--- src/rtl/wm_link_pkg.sv ---
package wm_link_pkg;

  // Reverse-channel control code
  typedef enum logic [1:0] {
    SYM_IDLE = 2'b00,
    SYM_STOP = 2'b01,
    SYM_GO   = 2'b10
  } fc_sym_e;

endpackage

--- src/rtl/wm_sym_pipe.sv ---
// Fixed-latency reverse channel: LAT register stages, idle after reset.
module wm_sym_pipe
  import wm_link_pkg::*;
#(
  parameter int LAT = 3
) (
  input  logic    clk,
  input  logic    rst,
  input  fc_sym_e sym_in,
  output fc_sym_e sym_out
);

  generate
    if (LAT == 0) begin : g_wire
      assign sym_out = sym_in;
    end else begin : g_stages
      fc_sym_e stg [LAT];

      always_ff @(posedge clk) begin
        if (rst) begin
          for (int i = 0; i < LAT; i++) stg[i] <= SYM_IDLE;
        end else begin
          stg[0] <= sym_in;
          for (int i = 1; i < LAT; i++) stg[i] <= stg[i-1];
        end
      end

      assign sym_out = stg[LAT-1];
    end
  endgenerate

endmodule

--- src/rtl/wm_sender.sv ---
// Transmit side: a run/halt state driven by received symbols, with a registered forward path.
module wm_sender
  import wm_link_pkg::*;
#(
  parameter int W = 16
) (
  input  logic         clk,
  input  logic         rst,
  input  logic         src_valid,
  input  logic [W-1:0] src_data,
  output logic         src_accept,
  input  fc_sym_e      rev_sym,
  output logic         link_valid,
  output logic [W-1:0] link_data
);

  logic         run_q;
  logic         lvalid_q;
  logic [W-1:0] ldata_q;

  always_ff @(posedge clk) begin
    if (rst) begin
      run_q <= 1'b1;
    end else if (rev_sym == SYM_STOP) begin
      run_q <= 1'b0;
    end else if (rev_sym == SYM_GO) begin
      run_q <= 1'b1;
    end
  end

  always_ff @(posedge clk) begin
    if (rst) begin
      lvalid_q <= 1'b0;
    end else begin
      lvalid_q <= src_valid && run_q;
    end
  end

  always_ff @(posedge clk) begin
    if (src_valid && run_q) ldata_q <= src_data;
  end

  assign src_accept = run_q;
  assign link_valid = lvalid_q;
  assign link_data  = ldata_q;

  // a stop symbol halts the sender by the next cycle
  a_r7_stop_halts: assert property (@(posedge clk) disable iff (rst)
    (rev_sym == SYM_STOP) |=> !src_accept);

  // a resume symbol restarts the sender on the next cycle
  a_r7_go_resumes: assert property (@(posedge clk) disable iff (rst)
    (rev_sym == SYM_GO) |=> src_accept);

  // nothing enters the link unless it was taken
  a_r8_only_taken: assert property (@(posedge clk) disable iff (rst)
    !(src_valid && src_accept) |=> !link_valid);

endmodule

--- src/rtl/wm_rx_fifo.sv ---
// Receive buffer: memory without reset so that block RAM can be inferred, one-cycle registered read.
module wm_rx_fifo #(
  parameter int W     = 16,
  parameter int DEPTH = 32
) (
  input  logic                         clk,
  input  logic                         rst,
  input  logic                         wr_en,
  input  logic [W-1:0]                 wr_data,
  input  logic                         rd_en,
  output logic                         rd_valid,
  output logic [W-1:0]                 rd_data,
  output logic [$clog2(DEPTH+1)-1:0]   level,
  output logic                         ovf
);

  localparam int AW = (DEPTH > 1) ? $clog2(DEPTH) : 1;
  localparam int CW = $clog2(DEPTH+1);
  localparam logic [AW-1:0] LAST = AW'(DEPTH - 1);
  localparam logic [CW-1:0] FULL_N = CW'(DEPTH);

  logic [W-1:0]  mem [DEPTH];
  logic [AW-1:0] wr_ptr_q, rd_ptr_q;
  logic [CW-1:0] cnt_q;
  logic          rvalid_q, ovf_q;
  logic [W-1:0]  rdata_q;
  logic          full, empty, wr_ok, rd_ok;

  assign full  = (cnt_q == FULL_N);
  assign empty = (cnt_q == '0);
  assign wr_ok = wr_en && !full;
  assign rd_ok = rd_en && !empty;

  always_ff @(posedge clk) begin
    if (wr_ok) mem[wr_ptr_q] <= wr_data;
  end

  always_ff @(posedge clk) begin
    if (rd_ok) rdata_q <= mem[rd_ptr_q];
  end

  always_ff @(posedge clk) begin
    if (rst) begin
      wr_ptr_q <= '0;
      rd_ptr_q <= '0;
      cnt_q    <= '0;
      rvalid_q <= 1'b0;
      ovf_q    <= 1'b0;
    end else begin
      if (wr_ok) wr_ptr_q <= (wr_ptr_q == LAST) ? '0 : wr_ptr_q + 1'b1;
      if (rd_ok) rd_ptr_q <= (rd_ptr_q == LAST) ? '0 : rd_ptr_q + 1'b1;
      case ({wr_ok, rd_ok})
        2'b10:   cnt_q <= cnt_q + 1'b1;
        2'b01:   cnt_q <= cnt_q - 1'b1;
        default: cnt_q <= cnt_q;
      endcase
      rvalid_q <= rd_ok;
      if (wr_en && full) ovf_q <= 1'b1;
    end
  end

  assign rd_valid = rvalid_q;
  assign rd_data  = rdata_q;
  assign level    = cnt_q;
  assign ovf      = ovf_q;

  // the slack above the high mark must absorb every phit in flight
  a_r3_no_overflow: assert property (@(posedge clk) disable iff (rst)
    wr_en |-> !full);

  // a read of a non-empty buffer returns data one cycle later
  a_r2_read_latency: assert property (@(posedge clk) disable iff (rst)
    (rd_en && !empty) |=> rd_valid);

  // draining an empty buffer with no write leaves it empty
  a_r9_empty_drain: assert property (@(posedge clk) disable iff (rst)
    (rd_en && empty && !wr_en) |=> (empty && !rd_valid));

endmodule

--- src/rtl/wm_mark_ctrl.sv ---
// Receive-side watermark monitor with hysteresis; emits one symbol per crossing.
module wm_mark_ctrl
  import wm_link_pkg::*;
#(
  parameter int CW        = 6,
  parameter int HIGH_MARK = 20,
  parameter int LOW_MARK  = 8
) (
  input  logic          clk,
  input  logic          rst,
  input  logic [CW-1:0] level,
  output fc_sym_e       sym
);

  localparam logic [CW-1:0] HI_V = CW'(HIGH_MARK);
  localparam logic [CW-1:0] LO_V = CW'(LOW_MARK);

  logic    open_q;
  fc_sym_e sym_q;

  always_ff @(posedge clk) begin
    if (rst) begin
      open_q <= 1'b1;
      sym_q  <= SYM_IDLE;
    end else if (open_q && (level >= HI_V)) begin
      open_q <= 1'b0;
      sym_q  <= SYM_STOP;
    end else if (!open_q && (level <= LO_V)) begin
      open_q <= 1'b1;
      sym_q  <= SYM_GO;
    end else begin
      sym_q  <= SYM_IDLE;
    end
  end

  assign sym = sym_q;

  // stop only follows a fill at or above the high mark
  a_r4_stop_at_mark: assert property (@(posedge clk) disable iff (rst)
    (sym == SYM_STOP) |-> ($past(level) >= HI_V));

  // resume only follows a fill at or below the low mark
  a_r5_go_at_mark: assert property (@(posedge clk) disable iff (rst)
    (sym == SYM_GO) |-> ($past(level) <= LO_V));

  // a stop is never repeated on the following cycle
  a_r6_stop_once: assert property (@(posedge clk) disable iff (rst)
    (sym == SYM_STOP) |=> (sym != SYM_STOP));

  // a resume is never repeated on the following cycle
  a_r6_go_once: assert property (@(posedge clk) disable iff (rst)
    (sym == SYM_GO) |=> (sym != SYM_GO));

endmodule

--- src/rtl/wm_link_top.sv ---
module wm_link_top
  import wm_link_pkg::*;
#(
  parameter int W         = 16,
  parameter int DEPTH     = 32,
  parameter int HIGH_MARK = 20,
  parameter int LOW_MARK  = 8,
  parameter int LAT       = 3
) (
  input  logic                       clk,
  input  logic                       rst,
  input  logic                       src_valid,
  input  logic [W-1:0]               src_data,
  output logic                       src_accept,
  input  logic                       drain_en,
  output logic                       drain_valid,
  output logic [W-1:0]               drain_data,
  output logic [1:0]                 rev_sym,
  output logic [$clog2(DEPTH+1)-1:0] fill_level,
  output logic                       ovf_err
);

  localparam int CW = $clog2(DEPTH+1);

  initial begin
    if (LOW_MARK >= HIGH_MARK || DEPTH < HIGH_MARK + 2*LAT + 4)
      $error("wm_link_top: marks or depth leave too little slack");
  end

  fc_sym_e       sym_rx, sym_tx;
  logic          lnk_valid;
  logic [W-1:0]  lnk_data;
  logic [CW-1:0] lvl;

  wm_sender #(.W(W)) u_sender (
    .clk        (clk),
    .rst        (rst),
    .src_valid  (src_valid),
    .src_data   (src_data),
    .src_accept (src_accept),
    .rev_sym    (sym_tx),
    .link_valid (lnk_valid),
    .link_data  (lnk_data)
  );

  wm_rx_fifo #(.W(W), .DEPTH(DEPTH)) u_fifo (
    .clk      (clk),
    .rst      (rst),
    .wr_en    (lnk_valid),
    .wr_data  (lnk_data),
    .rd_en    (drain_en),
    .rd_valid (drain_valid),
    .rd_data  (drain_data),
    .level    (lvl),
    .ovf      (ovf_err)
  );

  wm_mark_ctrl #(.CW(CW), .HIGH_MARK(HIGH_MARK), .LOW_MARK(LOW_MARK)) u_ctrl (
    .clk   (clk),
    .rst   (rst),
    .level (lvl),
    .sym   (sym_rx)
  );

  wm_sym_pipe #(.LAT(LAT)) u_rev (
    .clk     (clk),
    .rst     (rst),
    .sym_in  (sym_rx),
    .sym_out (sym_tx)
  );

  assign rev_sym    = sym_rx;
  assign fill_level = lvl;

endmodule

--- config.mk ---
export PLATFORM = sky130hd
export DESIGN_NAME = wm_link_top
export DESIGN_NICKNAME = d
export VERILOG_FILES = /design/src/rtl/wm_link_pkg.sv /design/src/rtl/wm_sym_pipe.sv /design/src/rtl/wm_sender.sv /design/src/rtl/wm_rx_fifo.sv /design/src/rtl/wm_mark_ctrl.sv /design/src/rtl/wm_link_top.sv
export SDC_FILE = /design/constraint.sdc
export NUM_CORES = 1
export LEC_CHECK = 0
export ABC_AREA = 1
export BUFFER_PORTS_ARGS = -buffer_cell sky130_fd_sc_hd__buf_2
export CAP_MARGIN = 20
export CORE_UTILIZATION = 50
export CTS_CLUSTER_SIZE = 10
export DETAILED_ROUTE_END_ITERATION = 6
export PLACE_DENSITY_LB_ADDON = 0.25
export REMOVE_ABC_BUFFERS = 1
export SLEW_MARGIN = 20
export SYNTH_ARGS = -nofsm -noshare
export SYNTH_HDL_FRONTEND = slang
export SYNTH_HIERARCHICAL = 1
export SYNTH_SLANG_ARGS = --single-unit
--- constraint.sdc ---
create_clock -name clk -period 3.16 [get_ports clk]
set_clock_uncertainty 0.2 [all_clocks]
set_input_delay 0 -clock clk [delete_from_list [all_inputs] [get_ports clk]]
set_output_delay 0 -clock clk [all_outputs]
set_load 0.05 [all_outputs]
==> reports/qor.txt, run 1 <==
Antenna diodes = 0
CTS H-tree depth = 3
Min cycle time layout = 2.72 ns
Cell area after synthesis = 0.0241 mm^2
Max VDD drop = 0.592 mV
Hold_sp = rst
Clk pin slew, worst setup/hold paths = 0.05 ns
Largest family of logic cells by synthesized area = simple AND/OR/NAND/NOR gates
Syn. warnings = 6
Gr usage total = 24.4%
Critical-path cell list = inv_1 > nand4_1 > nand2_1 > inv_1 > ha_1 > inv_1 > fa_1 > o21ai_0 > xor2_1 > o21ai_0 > inv_1
Initial antenna violation count = 1
Adder-Cell Fraction of Synth Area = 0.758%
Number of flops mapped to enable cells by yosys = 544
First-pass GRT wire length = 90.2 mm
Total I/O pin count = 47
Fill cells = 3860
Slew HR = 42.2%
Unrepaired setup endpoints after global routing = no
GRT overflow = 0
Synth Area in XOR/XNOR = 0.145%
Residual DRC = 0
Number of CTS-inserted buffers = 68
Ys flop type = edfxtp_1
Simple-Gate Fraction of Synth Area = 19.9%
Ys async rst share = 0%
Layout net count = 2394
Vias per cell = 5.29
WHS Path Cells = 3
Sequential cell area = 0.0169 mm^2
Met3 track demand over resource = 3.67%
Bufs on Longest Clock Path = 3
Max Cap Viol = 0
Critical Path Sink Type = flip-flop
Total power draw = 20700 uW
Met1 usage = 32.9%
Post-route setup TNS = 0 ns
Top-area cell type share of the netlist area = 67.7%
DP Wirelength = 33.7 mm
Post-route setup slack = 0.443 ns
M2 GR Usage = 39.9%
Vias in the first global route = 15300
Reg-to-reg endpoint = u_fifo/level[4]$_SDFFE_PP0P_
Pin count of the biggest net entering global routing = 130
Die area = 0.0491 mm^2
Status = completed
Cells after Synth = 2244
Worst-skew pair later-pin latency = 0.59 ns
Share of layout cells above drive strength 1 = 8.38%
Dominant cells by area after synthesis = edfxtp_1 (68%), nand2_1 (12%), nand3_1 (6.6%)
Max FO, Critical Path = 8
Drt first pass iters = 7
Detail Route Antenna Nets = 0
Yosys reg bits = 573
Multi-input logic area = 0.00543 mm^2
Dominant cell by count in the synthesized netlist = nand2_1
PostCTS Resize Cnt = 0
Post-CTS Setup Inserts = 0
Kind of critical path = reg2reg
Core ar. = 0.0476 mm^2
Hold Slack = 0.156 ns
FMAX = 0.368 GHz
Slew Limit Fails = 0
Buffers on Ports = 46
Fin crit share = 86.0%
Endpoints failing setup = 0
Post-place setup slack = 0.499 ns
CTS tree = done
Site Rows = 80
Critical path data required time = 3.43 ns
Die height = 222 um
HP Class = in2reg
1st-iter DRT viols = 1755
Worst Hold End = u_fifo/ovf$_SDFFE_PP0P_
Netlist cell types = 26
Area growth syn-to-layout = 13.7%
CTS sink cnt = 573
Synth top cells by count = nand2_1 (749), edfxtp_1 (544), nand3_1 (319), inv_1 (299), nor2_1 (92)
Register area share after synthesis = 70.2%
Worst r2r src = u_fifo/level[5]$_SDFFE_PP0P_
R2R cell count = 11
Synth Area in Compound Gates = 1.70%
WL/cell = 19.8 um
PwrDens = 755 mW/mm^2
Slowest stage delay, CP = 0.47 ns
Final Routed Wirelength = 59.4 mm
GPL Wtd Cong = 0.837
Worst Max-Slew Pin Slew = 0.867 ns
DR vias = 15900
Yosys top cell by area = edfxtp_1
CP arrival = 2.99 ns
Leakage = 0.0111 uW
Mux share of post-synthesis cell area = 0%
Fin. Hold Viols = 0
CP startpoint kind = flip-flop
Layer with the highest usage = met2
Crit path top cell by count = inv_1
Root Driver = clkbuf_16
Slowest CP cell = dfxtp_1
Avg Cell Area, Syn = 10.7 um^2
Die Wd = 222 um
Initial core utilization = 50.6%
Register-to-register setup slack = 0.44 ns
-- worst max-delay path, delay by kind of cell (launching register included) --
family                     cells  cell delay (ns)
adders and majority gates      2             0.72
DFF                            1             0.47
xor gates and xnor gates       1             0.10
and+or+nand+nor                2             0.30
AOI/OAI and AO/OA              2             0.44
buffers and inverters          4             0.38
-- layout make-up --
type	count	area share, %
multi-input cells	1260	19.8
flip-flops and latches	573	61.7
well taps	615	2.81
clock buffers	94	6.99
repair buffers	154	4.45
clock inverters	2	0.0456
inverters	303	4.18
-- logic make-up (layout without fill, tap and decap cells) --
logic type | after synthesis | after routing
XOR/XNOR | 4 | 4
buffers and inverters | 411 | 553
adder cells (fa/ha/maj) | 14 | 14
AND/OR/NAND/NOR | 1168 | 1168
flip-flops | 573 | 573
AO/OA/AOI/OAI | 74 | 74
-- cells in the final DEF, fill, tap and decap left out, types with 3 or more instances in the layout --
cell type	synthesis	routed
clkbuf_16	0	73
buf_4	15	64
o211ai_1	16	16
nand4_1	3	3
nand2_1	749	749
inv_1	299	299
o21ai_0	12	12
a21oi_1	46	46
dfxtp_1	29	27
dlygate4sd3_1	0	37
buf_12	0	7
buf_2	58	46
nor2_1	92	92
ha_1	13	13
edfxtp_1	544	544
nand3_1	319	319
clkbuf_1	17	20
-- state kept, by name (all words and copies together), names as in the netlist --
name and flops:
u_fifo/level 6, u_fifo/rd_ptr_q 5, u_fifo/rd_valid 1, u_ctrl/open_q 1, u_fifo/ovf 1, u_sender/link_data 16, u_fifo/mem 512, u_ctrl/sym 2
u_fifo/wr_ptr_q 5, u_rev/g_stages.stg 6, u_fifo/rd_data 16, u_sender/src_accept 1, u_sender/link_valid 1
-- worst max-delay path by stage --
| stage | cells after the start | slack, ns | end | start |
|---|---|---|---|---|
| floorplan | 9 | -5.37 | u_fifo/rd_data[0]$_DFFE_PP_ | u_fifo/rd_ptr_q[0]$_SDFFE_PP0P_ |
| global placement | 11 | 0.53 | u_fifo/level[4]$_SDFFE_PP0P_ | u_fifo/level[5]$_SDFFE_PP0P_ |
| detailed placement | 11 | 0.50 | u_fifo/level[4]$_SDFFE_PP0P_ | u_fifo/level[5]$_SDFFE_PP0P_ |
| CTS | 11 | 0.48 | u_fifo/level[4]$_SDFFE_PP0P_ | u_fifo/level[5]$_SDFFE_PP0P_ |
| global route | 11 | 0.24 | u_fifo/level[4]$_SDFFE_PP0P_ | u_fifo/level[5]$_SDFFE_PP0P_ |
| finish | 11 | 0.44 | u_fifo/level[4]$_SDFFE_PP0P_ | u_fifo/level[5]$_SDFFE_PP0P_ |
-- routing by layer --
| metal | up-vias | share of wire [%] |
|---|---|---|
| met3 | 92 | 6.6 |
| li1 | 7593 | - |
| met5 | - | 0 |
| met4 | 0 | 3.2 |
| met1 | 7634 | 42 |
| met2 | 563 | 49 |
-- timing repair --
| item | CTS | global route |
|---|---|---|
| endpoints found under the setup margin | 0 | 0 |
| endpoints found under the hold margin | 61 | 0 |
| hold buffers | 37 | 0 |
-- stage by stage --
stage               std cells  cell area, um^2  utilization, %
detailed placement       2868            25100            52.7
finish                   3001            27400            57.5
global placement         2868            25100            52.7
CTS                      3001            27400            57.5
global route             3001            27400            57.5
floorplan                2136            23500               -
-- power by group --
part	internal, uW	switching (uW)	leakage [uW]	total, uW
sequential	8670	174	0.00515	8840
combinational	1280	3620	0.00505	4900
clock	4160	2810	0.000936	6970
total	14100	6610	0.0111	20700
No activity file was read; power rests on OpenSTA's default activity.
==> inputs of run 2 (changes only) <==
- CELL_PAD_IN_SITES_DETAIL_PLACEMENT: not set -> 0
- CELL_PAD_IN_SITES_GLOBAL_PLACEMENT: not set -> 1
==> run 2 against run 1 <==
Non-clock buffer count fell by 6. Wire length fell by 0.78%. Combinational power fell by 1%. Register-to-register slack barely moved. Maximum frequency rose by 0.14%. Via count fell by 1.5%. Design area fell by 0.42%. Utilization fell by 0.24 points. Sequential share of layout area rose by 0.26 points. Largest power group unchanged. Final cell count fell by 0.13%.
==> reports/qor.txt, run 2 (synthesis results as in run 1) <==
Status = completed
Layout net count = 2388
Bufs on Longest Clock Path = 3
DP Wirelength = 32.6 mm
Post-route setup slack = 0.446 ns
Die height = 222 um
Max VDD drop = 0.479 mV
Vias per cell = 5.22
Fill cells = 3969
Max reg flops = 512
Kind of critical path = reg2reg
PwrDens = 748 mW/mm^2
Clock group share of total power = 33.2%
Share of layout cells above drive strength 1 = 8.19%
Residual DRC = 0
WL/cell = 19.6 um
Comb pwr share = 23.6%
1st-iter DRT viols = 1384
CTS tree = done
Core ar. = 0.0476 mm^2
Biggest register = u_fifo/mem
R2R cell count = 11
Slew HR = 43.2%
Switch share = 32.2%
Slowest stage delay, CP = 0.47 ns
Net Switching = 6570 uW
Antenna diodes = 0
PostCTS Resize Cnt = 0
First-pass GRT wire length = 89.4 mm
Final Routed Wirelength = 58.9 mm
Pin count of the biggest net entering global routing = 130
CP arrival = 2.99 ns
Internal = 13800 uW
GPL Wtd Cong = 0.798
Area growth syn-to-layout = 13.2%
Fin crit share = 85.9%
Fin. Hold Viols = 0
Unrepaired setup endpoints after global routing = no
Site Rows = 80
Gr usage total = 24.4%
Worst Max-Slew Pin Slew = 0.852 ns
GRT overflow = 0
Slowest CP cell = dfxtp_1
Die Wd = 222 um
Core Util, Final = 57.3%
Endpoints failing setup = 0
FMAX = 0.369 GHz
Vias in the first global route = 15200
Min cycle time layout = 2.71 ns
Max Cap Viol = 0
Register-to-register setup slack = 0.45 ns
Critical-path cell list = inv_1 > nand4_1 > nand2_1 > inv_1 > ha_1 > inv_1 > fa_1 > o21ai_0 > xor2_1 > o21ai_0 > inv_1
CTS sink cnt = 573
Commonest non-fill, non-tap cell in the layout = nand2_1
Worst-skew pair later-pin latency = 0.59 ns
Worst r2r src = u_fifo/level[5]$_SDFFE_PP0P_
Leakage = 0.0111 uW
Die area = 0.0491 mm^2
Crit path top cell by count = inv_1
Detail Route Antenna Nets = 0
Root Driver = clkbuf_16
Total I/O pin count = 47
Reg-to-reg endpoint = u_fifo/level[4]$_SDFFE_PP0P_
Post-place setup slack = 0.467 ns
Dpl cells = 2862
Final Non-Filler Cells = 2997
HP Class = in2reg
Most frequent cells in the layout = nand2_1 (749), edfxtp_1 (544), nand3_1 (319), inv_1 (299), nor2_1 (92)
Max FO, Critical Path = 8
WHS Path Cells = 3
Buffers on Ports = 46
Initial core utilization = 50.6%
Power share of the sequential group = 43.1%
Initial antenna violation count = 0
Clk pin slew, worst setup/hold paths = 0.05 ns
DR vias = 15600
Slew Limit Fails = 0
CTS H-tree depth = 3
Hold_sp = rst
Worst Hold End = u_fifo/ovf$_SDFFE_PP0P_
Critical Path Sink Type = flip-flop
Number of CTS-inserted buffers = 68
Drt first pass iters = 5
CP startpoint kind = flip-flop
Critical path data required time = 3.44 ns
-- run 2: worst max path at each step --
stage                                              end                       startpoint  depth (start not counted)
after global placement    u_fifo/level[4]$_SDFFE_PP0P_     u_fifo/level[5]$_SDFFE_PP0P_                         11
after detailed placement  u_fifo/level[4]$_SDFFE_PP0P_     u_fifo/level[5]$_SDFFE_PP0P_                         11
after global routing      u_fifo/level[4]$_SDFFE_PP0P_     u_fifo/level[5]$_SDFFE_PP0P_                         11
final                     u_fifo/level[4]$_SDFFE_PP0P_     u_fifo/level[5]$_SDFFE_PP0P_                         11
after floorplan            u_fifo/rd_data[0]$_DFFE_PP_  u_fifo/rd_ptr_q[0]$_SDFFE_PP0P_                          9
after CTS                 u_fifo/level[4]$_SDFFE_PP0P_     u_fifo/level[5]$_SDFFE_PP0P_                         11
-- run 2: timing repair --
action | 4_1_cts | 5_1_grt
setup buffers | 0 | 0
hold buffers | 37 | 0
endpoints found under the hold margin | 61 | 0
-- run 2: worst max-delay path, delay by kind of cell, from the launching register on --
kind	cells	cell delay (ns)
simple gates	2	0.28
compound gates	2	0.39
buf+inv	4	0.40
xor+xnor	1	0.09
flops	1	0.47
fa+ha+maj	2	0.77
-- run 2: cell type report --
class	count	area (um^2)	area share (%)
sequential	573	16900	62.0
multi-input combinational	1260	5430	19.9
clock buffer	90	1780	6.53
timing repair buffer	148	1180	4.31
inverter	303	1140	4.19
tap	615	769	2.82
clock inverter	8	73.8	0.270
-- run 2: power by group through the flow --
stage / logic (uW) / clock network (uW) / registers [uW]
CTS: 4850 / 6900 / 8810
finish: 4830 / 6790 / 8800
floorplan: 2490 / 0 / 9820
global placement: 4780 / 0 / 8950
detailed placement: 4800 / 0 / 8960
global route: 5290 / 7190 / 8830
-- run 2: through the flow --
stage	hold WS [ns]	TNS (ns)	power, uW	cell area [um^2]
finish	0.127	0	20400	27300
global route	0.138	0	21300	27300
CTS	0.110	0	20600	27300
detailed placement	-0.0219	0	13800	25100
global placement	-0.0234	0	13700	25100
floorplan	-0.133	-104.64	12300	23500
-- run 2: per-layer routing --
layer	vias to the layer above	track usage [%]	share of wire (%)	routed length, um
met5	-	0	0	0
met3	105	3.94	5.4	3150
li1	7584	-	-	-
met1	7526	33.2	43	25600
met2	426	39.6	48	28300
met4	0	8.89	3.1	1850
==> inputs of run 3 (changes only) <==
- ABC_AREA: 1 -> 0
==> run 3 against run 2 <==
Global-route usage shrank 2.7 points. Highest routed layer unchanged. Largest power group unchanged. Critical endpoint is now u_fifo/level[5]$_SDFFE_PP0P_. Clock-buffer cell count fell by 7. Final cell count fell by 37%. Largest cell class unchanged. Critical path type unchanged. Maximum frequency down 12%.
==> reports/qor.txt, run 3 <==
Top-area cell type share of the netlist area = 74.0%
Post-place setup slack = 0.00847 ns
Commonest non-fill, non-tap cell in the layout = edfxtp_1
Layout net count = 1314
Critical path data required time = 3.41 ns
First-pass GRT wire length = 69.2 mm
1st-iter DRT viols = 980
CTS tree = done
Status = completed
Area growth syn-to-layout = 17.0%
CP arrival = 3.33 ns
Endpoints failing setup = 0
Biggest register = u_fifo/mem
Yosys reg bits = 573
Post-CTS Setup Inserts = 0
HP Class = reg2reg
Adder-Cell Fraction of Synth Area = 0.827%
Fill cells = 3166
Avg Cell Area, Syn = 20.5 um^2
Ys flop type = edfxtp_1
Fin. Hold Viols = 0
Unrepaired setup endpoints after global routing = no
Dpl cells = 1755
Detail Route Antenna Nets = 0
Pin count of the biggest net entering global routing = 49
Most frequent cells in the layout = edfxtp_1 (544), buf_4 (99), mux4_2 (86), clkbuf_16 (69), mux2i_1 (67)
Number of flops mapped to enable cells by yosys = 544
FMAX = 0.324 GHz
PwrDens = 751 mW/mm^2
Die Wd = 212 um
Netlist cell types = 56
Simple-Gate Fraction of Synth Area = 2.48%
Slowest CP cell = or4b_2
Bufs on Longest Clock Path = 3
Mux share of post-synthesis cell area = 13.0%
DP Wirelength = 27.0 mm
Post-route setup slack = 0.0715 ns
Max FO, Critical Path = 7
Site Rows = 76
Vias in the first global route = 11100
Dominant cell by count in the synthesized netlist = edfxtp_1
Slew HR = 40.8%
Yosys top cell by area = edfxtp_1
Root Driver = clkbuf_16
Register area share after synthesis = 76.6%
Critical-path cell list = or4_4 > o31ai_4 > inv_1 > ha_4 > ha_1 > or4b_2 > a21oi_1 > nand3b_1 > mux2_2
Buf/Inv on CP = 1
Initial core utilization = 50.9%
Total I/O pin count = 47
Critical Path Sink Type = flip-flop
CTS sink cnt = 573
Slew Limit Fails = 0
Cell area after synthesis = 0.0221 mm^2
CTS H-tree depth = 3
Cells after Synth = 1077
Final Routed Wirelength = 46.9 mm
Ys async rst share = 0%
Die height = 212 um
Share of layout cells above drive strength 1 = 26.4%
Fin crit share = 97.7%
CP startpoint kind = flip-flop
Max VDD drop = 0.618 mV
Number of CTS-inserted buffers = 67
Syn. warnings = 6
Initial antenna violation count = 0
GRT overflow = 0
Clk pin slew, worst setup/hold paths = 0.05 ns
Max reg flops = 512
Synth Area in XOR/XNOR = 0.0793%
Largest family of logic cells by synthesized area = multiplexers
Hold Slack = 0.236 ns
Placed cell areas = 0.0236 mm^2
Die area = 0.0450 mm^2
Synth Area in Compound Gates = 5.11%
Slowest stage delay, CP = 0.62 ns
Cell family with the largest share of critical-path delay = simple AND/OR/NAND/NOR gates
Min cycle time layout = 3.09 ns
Buffers on Ports = 46
Worst-skew pair later-pin latency = 0.57 ns
Worst Max-Slew Pin Slew = 0.884 ns
DR vias = 11000
Final Non-Filler Cells = 1884
Drt first pass iters = 5
Vias per cell = 5.85
Max Cap Viol = 0
Design area = 0.0258 mm^2
GPL Wtd Cong = 0.779
Residual DRC = 0
Kind of critical path = reg2reg
Synth top cells by count = edfxtp_1 (544), mux4_2 (86), mux2i_1 (67), nor2_1 (49), a21oi_1 (43)
Core ar. = 0.0434 mm^2
Gr usage total = 21.6%
WL/cell = 24.9 um
Dominant cells by area after synthesis = edfxtp_1 (74%), mux4_2 (8.8%), mux2i_1 (3.0%)
Leakage = 0.00828 uW
-- run 3: changes by cell type after synthesis, sizes merged, moves of 16 or more --
cell,before,now
nand3,319,4
mux4,0,96
nor2,93,49
a22o,0,16
nand2,750,13
a22oi,0,16
buf,91,31
mux2i,0,67
o221ai,0,16
inv,302,11
o211ai,16,0
-- run 3: path summary, 6_finish.rpt --
kind | from | endpoint | slack, ns | depth (start not counted)
hold reg to reg | u_rev/g_stages.stg[0][2]$_SDFF_PP0_ | u_rev/g_stages.stg[0][4]$_SDFF_PP0_ | 0.24 | 1
hold / removal | u_rev/g_stages.stg[0][2]$_SDFF_PP0_ | u_rev/g_stages.stg[0][4]$_SDFF_PP0_ | 0.24 | 1
setup / recovery | u_fifo/level[1]$_SDFFE_PP0P_ | u_fifo/level[5]$_SDFFE_PP0P_ | 0.07 | 9
setup reg to reg | u_fifo/level[1]$_SDFFE_PP0P_ | u_fifo/level[5]$_SDFFE_PP0P_ | 0.07 | 9
-- run 3: where the power goes --
part | internal (uW) | total (uW) | switching (uW)
sequential | 8590 | 8800 | 210
combinational | 1840 | 4050 | 2200
clock | 3900 | 6560 | 2660
total | 14300 | 19400 | 5070
-- run 3: cells by family after synthesis --
kind of cell	count (synthesis)
compound gates	146
xor+xnor	2
fa+ha+maj	14
buf+inv	70
flops	573
mux	164
simple gates	108
-- run 3: timing repair --
action	4_1_cts	5_1_grt
hold buffers	36	0
endpoints found under the hold margin	77	0
endpoints found under the setup margin	0	2
gates resized for setup	0	2
-- run 3: final cells by class --
class	instances	area, um^2	share of cell area [%]
clock buffer	83	1780	6.89
antenna	1	2.50	0.00968
multi-input combinational	434	4780	18.5
timing repair buffer	193	1550	5.99
inverter	11	41.3	0.160
clock inverter	4	25.0	0.0968
sequential	573	16900	65.5
tap	585	732	2.83
-- run 3: per-layer routing --
metal | GRT usage (%) | part of all wire, %
met1 | 30.8 | 44
met2 | 33.5 | 47
met3 | 4.22 | 6.4
met4 | 7.60 | 2.6
met5 | 0 | 0
-- run 3: through the flow --
step | power, uW | setup TNS (ns) | utilization, %
2_1_floorplan | 11300 | -94.60 | -
3_3_place_gp | 12900 | 0 | 54.4
3_5_place_dp | 13000 | 0 | 54.4
4_1_cts | 19600 | 0 | 59.4
5_1_grt | 20100 | 0 | 59.6
6_report | 19400 | 0 | 59.6
